--- src/rtl/card_rx_pkg.sv ---
package card_rx_pkg;

  typedef enum logic [2:0] {
    RX_IDLE,
    RX_WAIT,
    RX_DATA,
    RX_CRC,
    RX_END
  } rx_state_t;

  localparam int unsigned CRC_BITS = 16;
  localparam logic [CRC_BITS-1:0] CRC_POLY_DEF = 16'h1021;

endpackage

--- src/rtl/card_rx_crc16.sv ---
module card_rx_crc16 #(
  parameter int unsigned      CRC_W = 16,
  parameter logic [CRC_W-1:0] POLY  = 16'h1021
) (
  input  logic             clk,
  input  logic             rst_n,
  input  logic             clr,
  input  logic             en,
  input  logic             din,
  output logic [CRC_W-1:0] crc
);

  logic [CRC_W-1:0] crc_q, crc_d;
  logic             fb;

  always_comb begin
    fb    = crc_q[CRC_W-1] ^ din;
    crc_d = {crc_q[CRC_W-2:0], 1'b0} ^ (fb ? POLY : '0);
  end

  always_ff @(posedge clk or negedge rst_n) begin
    if (!rst_n)   crc_q <= '0;
    else if (clr) crc_q <= '0;
    else if (en)  crc_q <= crc_d;
  end

  assign crc = crc_q;

endmodule

--- src/rtl/card_rx_shift.sv ---
module card_rx_shift #(
  parameter int unsigned DATA_W = 8,
  localparam int unsigned CNT_W = $clog2(DATA_W)
) (
  input  logic              clk,
  input  logic              rst_n,
  input  logic              clr,
  input  logic              en,
  input  logic              din,
  output logic              done,
  output logic [DATA_W-1:0] word
);

  logic [DATA_W-1:0] sr_q;
  logic [CNT_W-1:0]  cnt_q;

  always_comb begin
    word = {sr_q[DATA_W-2:0], din};
    done = en && (cnt_q == CNT_W'(DATA_W - 1));
  end

  always_ff @(posedge clk or negedge rst_n) begin
    if (!rst_n) begin
      sr_q  <= '0;
      cnt_q <= '0;
    end else if (clr) begin
      cnt_q <= '0;
    end else if (en) begin
      sr_q  <= word;
      cnt_q <= done ? '0 : cnt_q + CNT_W'(1);
    end
  end

endmodule

--- src/rtl/card_rx_frame.sv ---
module card_rx_frame
  import card_rx_pkg::*;
#(
  parameter int unsigned LEN_W  = 12,
  parameter int unsigned DATA_W = 8,
  localparam int unsigned CB_W  = $clog2(CRC_BITS)
) (
  input  logic              clk,
  input  logic              rst_n,
  input  logic              dir_tx,
  input  logic              stream_mode,
  input  logic [LEN_W-1:0]  blk_len,
  input  logic              arm,
  input  logic              stop_req,
  input  logic              soft_rst,
  input  logic              bit_en,
  input  logic              dat_in,
  output logic              byte_valid,
  output logic [DATA_W-1:0] byte_data,
  output logic              eof,
  output logic              end_ok,
  output logic              crc_ok
);

  rx_state_t             state_q, state_d;
  logic                  mode_q;
  logic [LEN_W-1:0]      len_q, byte_cnt_q;
  logic [CB_W-1:0]       cb_cnt_q;
  logic                  arm_ok, stop_hit, shift_en, crc_en, sect_clr;
  logic                  byte_done, last_byte, end_smp;
  logic [DATA_W-1:0]     word;
  logic [CRC_BITS-1:0]   crc;

  always_comb begin
    arm_ok    = (state_q == RX_IDLE) && arm && !dir_tx && !soft_rst;
    stop_hit  = (state_q == RX_DATA) && mode_q && stop_req;
    shift_en  = (state_q == RX_DATA) && bit_en && !stop_hit;
    crc_en    = shift_en || ((state_q == RX_CRC) && bit_en);
    sect_clr  = (state_q == RX_WAIT) || soft_rst;
    last_byte = !mode_q && byte_done && (byte_cnt_q == len_q - LEN_W'(1));
    end_smp   = (state_q == RX_END) && bit_en && !soft_rst;
  end

  card_rx_shift #(.DATA_W(DATA_W)) i_shift (
    .clk(clk), .rst_n(rst_n), .clr(sect_clr), .en(shift_en), .din(dat_in),
    .done(byte_done), .word(word)
  );

  card_rx_crc16 #(.CRC_W(CRC_BITS), .POLY(CRC_POLY_DEF)) i_crc (
    .clk(clk), .rst_n(rst_n), .clr(sect_clr), .en(crc_en), .din(dat_in),
    .crc(crc)
  );

  // next-state logic
  always_comb begin
    state_d = state_q;
    unique case (state_q)
      RX_IDLE: if (arm_ok) state_d = RX_WAIT;
      RX_WAIT: if (bit_en && !dat_in) state_d = RX_DATA;
      RX_DATA: begin
        if (stop_hit)       state_d = RX_END;
        else if (last_byte) state_d = RX_CRC;
      end
      RX_CRC:  if (bit_en && (cb_cnt_q == CB_W'(CRC_BITS - 1))) state_d = RX_END;
      RX_END:  if (bit_en) state_d = RX_IDLE;
      default: state_d = RX_IDLE;
    endcase
    if (soft_rst) state_d = RX_IDLE;
  end

  always_ff @(posedge clk or negedge rst_n) begin
    if (!rst_n) state_q <= RX_IDLE;
    else        state_q <= state_d;
  end

  // frame setup captured at arm
  always_ff @(posedge clk or negedge rst_n) begin
    if (!rst_n) begin
      mode_q <= 1'b0;
      len_q  <= '0;
    end else if (arm_ok) begin
      mode_q <= stream_mode;
      len_q  <= blk_len;
    end
  end

  // byte and crc-bit counters
  always_ff @(posedge clk or negedge rst_n) begin
    if (!rst_n)         byte_cnt_q <= '0;
    else if (sect_clr)  byte_cnt_q <= '0;
    else if (byte_done) byte_cnt_q <= byte_cnt_q + LEN_W'(1);
  end

  always_ff @(posedge clk or negedge rst_n) begin
    if (!rst_n)                           cb_cnt_q <= '0;
    else if (state_q == RX_DATA)          cb_cnt_q <= '0;
    else if (state_q == RX_CRC && bit_en) cb_cnt_q <= cb_cnt_q + CB_W'(1);
  end

  // FIFO write port
  always_ff @(posedge clk or negedge rst_n) begin
    if (!rst_n) begin
      byte_valid <= 1'b0;
      byte_data  <= '0;
    end else begin
      byte_valid <= byte_done && !soft_rst;
      if (byte_done) byte_data <= word;
    end
  end

  // end-of-frame event and held status
  always_ff @(posedge clk or negedge rst_n) begin
    if (!rst_n) begin
      eof    <= 1'b0;
      end_ok <= 1'b0;
      crc_ok <= 1'b0;
    end else begin
      eof <= end_smp;
      if (soft_rst || arm_ok) begin
        end_ok <= 1'b0;
        crc_ok <= 1'b0;
      end else if (end_smp) begin
        end_ok <= dat_in;
        crc_ok <= !mode_q && (crc == '0);
      end
    end
  end

endmodule

--- config.mk ---
export PLATFORM = sky130hd
export DESIGN_NAME = card_rx_frame
export DESIGN_NICKNAME = d
export VERILOG_FILES = /design/src/rtl/card_rx_pkg.sv /design/src/rtl/card_rx_crc16.sv /design/src/rtl/card_rx_shift.sv /design/src/rtl/card_rx_frame.sv
export SDC_FILE = /design/constraint.sdc
export NUM_CORES = 1
export LEC_CHECK = 0
export CAP_MARGIN = 0
export CORE_UTILIZATION = 55
export CTS_CLUSTER_DIAMETER = 100
export DETAILED_ROUTE_END_ITERATION = 10
export DONT_BUFFER_PORTS = 1
export PLACE_DENSITY_LB_ADDON = 0.12
export REMOVE_ABC_BUFFERS = 1
export SYNTH_ARGS = -nofsm -noshare
export SYNTH_HDL_FRONTEND = slang
export SYNTH_HIERARCHICAL = 1
export SYNTH_SLANG_ARGS = --single-unit
--- constraint.sdc ---
create_clock -name clk -period 4.7 [get_ports clk]
set_clock_uncertainty 0.1 [all_clocks]
set_input_delay 0 -clock clk [delete_from_list [all_inputs] [get_ports clk]]
set_output_delay 0 -clock clk [all_outputs]
set_load 0.03 [all_outputs]
======== Word-level counts from Yosys, hierarchy flattened ========
Index checks and enable logic that the tools add are counted.
storage, ports and cells
  logic and storage cells ................. 88
  flip-flop bits (word level) ............. 70
  output and inout port bits .............. 12
  input bits .............................. 21
operators by class
  equality and inequality tests ........... 12
  reductions and logical operators ........ 34
  add/sub/neg operators ................... 4
  bitwise gates (word level) .............. 3
  mux-type cells .......................... 22
operators by type and width
  kind                                                                  number
  16-bit 2-to-1 mux                                                     2
  3-bit 2-to-1 mux                                                      10
  12-bit 2-to-1 mux                                                     2
  1-bit logical AND                                                     17
  16-bit zero test                                                      1
  16-bit XOR                                                            1
  3-bit case mux with 5 select lines                                    1
  13-bit 2-to-1 mux                                                     1
  12-bit by 1-bit adder with 12-bit output, second input constant       1
  12-bit == test                                                        1
  12-bit by 1-bit subtractor with 12-bit output, second input constant  1
  2-bit nonzero test                                                    5
  4-bit 2-to-1 mux                                                      2
  3-bit by 2-bit == test with 1-bit output, second input constant       2
  3-bit == test, second input constant                                  2
  3-bit by 2-bit != test with 1-bit output, second input constant       2
  3-bit != test, second input constant                                  2
  1-bit zero test                                                       5
  5-bit AND reduction                                                   1
  4-bit by 1-bit adder with 4-bit output, second input constant         1
  4-bit == test, second input constant                                  1
  1-bit 2-to-1 mux                                                      4
  4-bit != test, second input constant                                  1
  3-bit by 1-bit adder with 3-bit output, second input constant         1
  6 further kinds                                                       8

======== Longest topological paths before layout ========
Gate-level depths: netlist of run 1.
  word-level depth ........................ 12
  depth in mapped cells ................... 9
  depth with buffers taken out ............ 9

======== By module ========
The synthesis of run 1 kept the hierarchy.
modules (own cells, without submodules)
  module         area each (um^2)  times used  cells each  seq. area each (um^2)
  card_rx_frame  2421.1            1           236         1101.1
  card_rx_crc16  688.2             1           58          400.4
  card_rx_shift  469.2             1           31          250.2

======== Least setup slack after synthesis of run 1 ========
Ideal clock, no wire load.
  kind .................................... flip-flop to flip-flop
  start ................................... register len_q[0]
  end ..................................... register state_q[1]
  arrival time ............................ 2.653 ns
  slack ................................... 1.819 ns
  clock period less this slack ............ 2.881 ns
  path buffers ............................ 0
  setup time .............................. 0.128 ns
  required time ........................... 4.472 ns
  cell stages (with the launch flop) ...... 10
  cell sequence ........................... dfrtp_1 > inv_1 > ha_1 > or4b_4 > or4b_1 > nand3b_1 > a21o_1 > nand4_1 > o41ai_2 > mux2_1
between the ends
  cells in the longest elaborated chain, start to end .. 5
ends and longest elaborated chain
  item                                           line                 text
  start, declared                                card_rx_frame.sv:27  logic [LEN_W-1:0] len_q, byte_cnt_q;
  start signal, assigned                         card_rx_frame.sv:83  len_q <= blk_len;
  12-bit by 1-bit subtractor with 12-bit output  card_rx_frame.sv:40  last_byte = !mode_q && byte_done && (byte_cnt_q == len_q - LEN_W'(1));
  12-bit == test                                 card_rx_frame.sv:40
  1-bit logical AND                              card_rx_frame.sv:40
  4-bit != test (no line)                        --
  5-bit AND reduction (no line)                  --
  end signal, assigned                           card_rx_frame.sv:73  else state_q <= state_d;
  end, declared                                  card_rx_frame.sv:25  rx_state_t state_q, state_d;
Every way passes these cells.
A chain may end at the register's enable or synchronous reset.

======== Worst setup path in the final report of run 1 ========
  start ................................... register state_q[2]
  end ..................................... register state_q[1]
between the ends
  cells in the longest elaborated chain, start to end .. 10
  elaborated cells between the ends (all ways) .. 25
ends and longest elaborated chain
  item                                          line                                      text
  3-bit by 2-bit == test with 1-bit output (*)  card_rx_frame.sv:36, card_rx_frame.sv:37
  1-bit logical AND (2 in a row)                card_rx_frame.sv:36                       stop_hit = (state_q == RX_DATA) && mode_q && stop_req;
  1-bit zero test                               card_rx_frame.sv:37                       shift_en = (state_q == RX_DATA) && bit_en && !stop_hit;
  1-bit logical AND (*)                         card_rx_frame.sv:37
  named net shift_en                            card_rx_frame.sv:29                       logic arm_ok, stop_hit, shift_en, crc_en, sect_clr;
  1-bit logical AND (*)                         card_rx_shift.sv:19                       done = en && (cnt_q == CNT_W'(DATA_W - 1));
  named net byte_done                           card_rx_frame.sv:30                       logic byte_done, last_byte, end_smp;
  1-bit logical AND (*) (2 in a row)            card_rx_frame.sv:40
  4-bit != test (no line) (*)                   --
  5-bit AND reduction (no line) (*)             --
The timed path passes the listed nets; every way through them passes the cells marked *.

==> results.py, run 1 <==
metrics = {
    "cts": {
        "clock-root-buffer": "clkbuf_8",
        "h-tree-depth": 3,
        "cts_resized": 0,
        "cts_buffer_depth": 2,
        "cts_setup_buffers": 0,
        "cts_hold_buf": 22,
        "numCtsBuffers": 9,
        "clkTransAtPathRegs_ps": 80,
        "clk_latency_ps": 340,
        "cts_tree": "built",
        "cts.sinks": 70,
    },
    "sta": {
        "worst_slew_pin_slew_ps": 743,
        "fin_crit_sh_pct": 70.4,
        "timing.final.ws_setup_ps": 1390,
        "drv_slew": 0,
        "fmax_mhz": 302,
        "setup-violations-final": 0,
        "tns_ps": 0,
        "holdWs_ps": 32.7,
        "rsz0062_at_grt": "false",
        "finalHoldViolations": 0,
        "maxSlewHeadroom_pct": 49.8,
        "min_period_ps": 3310,
    },
    "global_route": {
        "gr-usage-all-layers_pct": 20.9,
        "grt.overflow.total": 0,
        "grt_pass1_wl_um": 10600,
        "grt_pass1_vias": 2218,
        "grt_start_max_net_pins": 71,
        "antenna_found_initial": 0,
    },
    "floorplanning": {
        "die_area_um2": 6830,
        "num_rows": 29,
        "core_um2": 6310,
        "die_y_um": 82.7,
        "num_io_pins": 33,
        "dieWidth_um": 82.7,
        "start_util_pct": 56.7,
    },
    "place": {
        "place_congestion": 0.868,
        "io_buffers": 0,
        "post-place-ws_ps": 1460,
        "dpl.hpwl_um": 4440,
    },
    "layout": {
        "num-fill-cells": 514,
        "drive_above_1_share_pct": 15.7,
        "n_antenna_cell": 0,
        "utilization_pct": 65.0,
        "fin_nets": 371,
        "multi_input_area_um2": 1710,
        "syn_to_final_growth_pct": 14.7,
        "layout_commonest_cell": "dfrtp_1",
        "final_cell_mix": "70 x dfrtp_1, 44 x nor2_1, 22 x mux2_2, 21 x dlygate4sd3_1, 17 x mux2i_1",
        "seq_area_um2": 1750,
    },
    "detailed_routing": {
        "vias_per_cell": 5.78,
        "drt-total-wl_um": 6800,
        "antenna_left": 0,
        "drtIter0Drc": 100,
        "drt_first_pass_iters": 4,
        "dr_total_vias": 2467,
        "wl_per_cell_um": 15.9,
        "drc": 0,
    },
    "pwr": {
        "power_density_nw_per_um2": 473,
        "clkPwrFrac_pct": 31.0,
        "p_leak_uw": 0.00181,
        "cellInternalPower_uw": 1310,
        "vdd_drop_max_v": 0.000304,
        "swShare_pct": 32.5,
        "p_switching_uw": 630,
        "pwr-share-seq_pct": 42.5,
        "pwr-share-comb_pct": 26.5,
    },
    "synth": {
        "synth-edff-count": 0,
        "yosysTopAreaCell": "dfrtp_1",
        "synth_area_per_cell_um2": 11.0,
        "ys_types": 57,
        "yosys_warnings": 6,
        "synthTopCellsByArea": "dfrtp_1 49%, mux2_2 6.9%, mux2i_1 4.8%, nor2_1 4.6%, xor2_1 3.7%",
        "synthesis.area_um2": 3580,
        "syn_inst": 325,
        "yosysSeqAreaShare_pct": 49.0,
        "synth-seq-cells": 70,
        "synthFlopType": "dfrtp_1",
        "synth.top_cell.area_share_pct": 49.0,
        "async_reset_ff_share_pct": 100,
    },
    "worst_setup_path": {
        "endpoint_kind": "register",
        "crit_family": "simple AND/OR/NAND/NOR gates",
        "path_max_fanout": 15,
        "crit_path_cell_trace": "nand3b_1 > nor2_1 > and2_1 > buf_4 > or4b_1 > nor3_1 > nand4_1 > o41ai_2 > mux2_1",
        "crit_required_ps": 4820,
        "cp_data_arrival_time_ps": 3430,
        "startpoint_type": "register",
        "crit_slowest_cell": "o41ai_2",
        "critPathBufInv": 1,
        "critical_path_class": "reg -> reg",
        "slowest_delay_ps": 480,
    },
    "run": {
        "max_cap_violations": 0,
    },
    "worst_hold_path": {
        "hp-class": "in -> reg",
    },
    "status": {
        "status": "complete, no violations",
    },
}
cell type report:
type	instances	area share, %
clock buffers	11	3.45
clock inverters	5	2.59
inverters	10	0.915
multi-input cells	229	41.7
flip-flops and latches	70	42.7
well taps	77	2.35
repair buffers	25	6.34
power groups by stage:
stage / sequential [uW] / combinational (uW) / clock [uW]
4_1_cts: 821 / 515 / 615
3_3_place_gp: 827 / 470 / 0
5_1_grt: 840 / 567 / 640
3_5_place_dp: 833 / 479 / 0
6_report: 825 / 514 / 602
2_1_floorplan: 799 / 393 / 0
stage by stage:
stage                     instance area, um^2  std cells  total power (uW)
final                                    4100        427              1940
after global placement                   3620        389              1300
after floorplan                          3490        309              1190
after global routing                     4100        427              2050
after CTS                                4100        427              1950
after detailed placement                 3620        389              1310
flip-flops by register name, summed over array words and instances, names as in the netlist:
register and count:
eof 1, len_q 12, crc_ok 1, i_shift/sr_q 7, cb_cnt_q 4, mode_q 1, i_crc/crc 16, state_q 3
end_ok 1, i_shift/cnt_q 3, byte_cnt_q 12, byte_valid 1, byte_data 8
layer usage:
layer  global-route usage [%]  wire length (um)  vias up
li1                         -                 -     1202
met1                     29.2              3370     1200
met2                     31.3              3050       56
met3                     6.15               299        9
met4                     6.55                75        0
met5                        0                 0        -
cell families after synthesis:
family / count (synthesis) / synth area share, %
DFF: 70 / 49.0
xor gates and xnor gates: 24 / 5.87
buffers and inverters: 26 / 3.57
muxes: 47 / 14.9
AOI/OAI and AO/OA: 42 / 8.64
and+or+nand+nor: 111 / 16.3
adders and majority gates: 5 / 1.75
synthesized netlist by cell type (2+ instances only):
cell	n
xnor2_1	9
mux2_4	7
mux2i_1	17
a32o_1	2
clkbuf_1	8
nor4_1	3
nor3_1	7
nor2b_1	3
a41oi_1	2
nand4b_1	2
o21bai_1	2
and3_1	4
xor2_1	15
nand2b_1	2
buf_1	2
o21ai_0	5
or3_1	3
ha_1	5
mux2_2	22
nand3b_1	3
buf_6	2
a21oi_1	9
dfrtp_1	70
nor2_1	44
a21o_1	3
buf_4	3
nand2_1	16
a22o_1	3
a211oi_1	2
nand4_1	4
inv_1	10
nand3_1	8
or4b_1	4
worst reg2reg max path, cell delays in order (launching register included):
cell,delay (ps)
dfrtp_1,470
nand3b_1,280
nor2_1,300
and2_1,170
buf_4,220
or4b_1,460
nor3_1,210
nand4_1,140
o41ai_2,480
mux2_1,360
path summary, 6_finish.rpt:
check | to | slack (ps) | startpoint | cells after the start
worst max-delay path | state_q[1] | 1390 | state_q[2] | 9
worst min-delay path | cb_cnt_q[0] | 30 | bit_en | 3
worst max register to register | state_q[1] | 1390 | state_q[2] | 9
worst min register to register | i_shift/cnt_q[2] | 410 | i_shift/cnt_q[2] | 1
max in group asynchronous | crc_ok | 4110 | rst_n | 2
min in group asynchronous | len_q[4] | 80 | rst_n | 2
No activity file was read; power rests on OpenSTA's default activity.
==> run 2: changes to the inputs <==
==> constraint.sdc (replaced) <==
create_clock -name clk -period 3.1 [get_ports clk]
set_clock_uncertainty 0.1 [all_clocks]
set_input_delay 0 -clock clk [delete_from_list [all_inputs] [get_ports clk]]
set_output_delay 0 -clock clk [all_outputs]
set_load 0.03 [all_outputs]
==> run 2 against run 1 <==
Compared with the run above: critical path depth is the same; setup slack lost 1200 ps; largest power group unchanged; first-iteration DRC count grew 6.0%; sequential cell count is the same; count of clock-buffer cells in the layout grew 2.
==> results.py, run 2 (synthesis results as in run 1) <==
metrics = {
    "sta": {
        "maxSlewHeadroom_pct": 54.2,
        "rsz0062_at_grt": "false",
        "timing.final.ws_setup_ps": 187,
        "worst_slew_pin_slew_ps": 685,
        "fmax_mhz": 343,
        "drv_slew": 0,
        "finalHoldViolations": 0,
        "min_period_ps": 2910,
        "setup-violations-final": 0,
        "fin_crit_sh_pct": 94.0,
        "tns_ps": 0,
    },
    "pwr": {
        "p_leak_uw": 0.00182,
        "vdd_drop_max_v": 0.000411,
        "power_density_nw_per_um2": 669,
    },
    "layout": {
        "layout_commonest_cell": "dfrtp_1",
        "fin_nets": 378,
        "syn_to_final_growth_pct": 14.7,
        "final_cells": 434,
        "drive_above_1_share_pct": 17.6,
        "n_antenna_cell": 0,
        "utilization_pct": 65.0,
        "final_cell_mix": "70 x dfrtp_1, 44 x nor2_1, 22 x mux2_2, 21 x dlygate4sd3_1, 17 x mux2i_1",
        "largest_register_ffs": 16,
    },
    "floorplanning": {
        "num_io_pins": 33,
        "die_area_um2": 6830,
        "dieWidth_um": 82.7,
        "start_util_pct": 56.7,
        "die_y_um": 82.7,
        "num_rows": 29,
        "core_um2": 6310,
    },
    "cts": {
        "clk_latency_ps": 340,
        "numCtsBuffers": 9,
        "cts.sinks": 70,
        "cts_buffer_depth": 2,
        "h-tree-depth": 3,
        "clkTransAtPathRegs_ps": 70,
        "cts_tree": "built",
        "clock-root-buffer": "clkbuf_8",
    },
    "place": {
        "place_inst": 396,
        "post-place-ws_ps": 97.4,
        "dpl.hpwl_um": 4310,
        "place_congestion": 0.811,
        "io_buffers": 0,
    },
    "worst_hold_path": {
        "holdPathStages": 4,
        "hp-class": "in -> reg",
    },
    "worst_setup_path": {
        "crit_required_ps": 3220,
        "cp_data_arrival_time_ps": 3040,
        "endpoint_kind": "register",
        "path_max_fanout": 6,
        "startpoint_type": "register",
        "r2r_cells": 9,
        "critical_path_class": "reg -> reg",
    },
    "detailed_routing": {
        "wl_per_cell_um": 15.4,
        "vias_per_cell": 5.67,
        "drc": 0,
        "drt_first_pass_iters": 5,
        "antenna_left": 0,
        "drt-total-wl_um": 6700,
        "drtIter0Drc": 106,
        "dr_total_vias": 2462,
    },
    "status": {
        "status": "complete, no violations",
    },
    "global_route": {
        "grt_pass1_wl_um": 11100,
        "gr-usage-all-layers_pct": 21.9,
        "grt_start_max_net_pins": 71,
        "grt.overflow.total": 0,
        "antenna_found_initial": 0,
        "grt_pass1_vias": 2403,
    },
    "run": {
        "max_cap_violations": 0,
    },
}
[run 2: cell count changes in the layout (fill, tap and decap cells not counted)]
cell and delta:
buf_4 +7, clkinv_2 +2, clkinv_4 -1, nor4_2 -1
clkbuf_8 +2, nor4_4 +1, bufinv_16 -3, ha_2 +1
ha_1 -1
[run 2: timing repair]
item                                    CTS  global route
hold buffers                             22             0
gates resized for setup                   0             2
endpoints found under the hold margin   102             0
setup buffers                             0             0
endpoints found under the setup margin    0             1
[run 2: report_power, final]
group | total [uW] | leakage [uW] | internal [uW] | switching (uW)
registers | 1240 | 0.000943 | 1050 | 184
clock network | 682 | 0.0000954 | 354 | 328
logic | 828 | 0.000785 | 414 | 414
total | 2750 | 0.00182 | 1820 | 926
[run 2: final timing paths]
| kind | from | to | slack [ps] |
|---|---|---|---|
| max | len_q[1] | state_q[1] | 190 |
| min | bit_en | state_q[0] | 50 |
| max reg2reg | len_q[1] | state_q[1] | 190 |
| min reg2reg | i_shift/sr_q[6] | i_shift/sr_q[6] | 410 |
| max in group asynchronous | rst_n | len_q[1] | 2500 |
| min in group asynchronous | rst_n | len_q[7] | 100 |
[run 2: worst max-delay path: stages (launching register included)]
cell and delay [ps]:
dfrtp_1 400, inv_1 70, ha_2 210, or4b_4 480, or4b_1 510, nand3b_1 90
a21o_1 110, nand4_1 100, o41ai_2 370, mux2_1 350
[run 2: final cells by class]
cell class	instances	area, um^2
multi-input cells	229	1720
repair buffers	32	313
well taps	77	96.3
fillers	500	2210
flip-flops and latches	70	1750
inverters	10	37.5
clock buffers	13	169
clock inverters	3	17.5
[run 2: routing by layer]
layer / track usage, % / wire length [um] / vias to the layer above
li1: - / - / 1210
met5: 0 / 0 / -
met3: 7.36 / 314 / 4
met2: 33.3 / 3020 / 61
met4: 6.03 / 25 / 0
met1: 29.8 / 3330 / 1187
[run 2: metrics by stage]
step / hold WS (ps) / area (um^2) / power (uW)
after floorplan: -396 / 3490 / 1810
after global placement: -394 / 3670 / 2000
after detailed placement: -394 / 3670 / 2010
after CTS: 22.0 / 4090 / 2750
after global routing: 38.3 / 4110 / 2930
final: 45.9 / 4110 / 2750
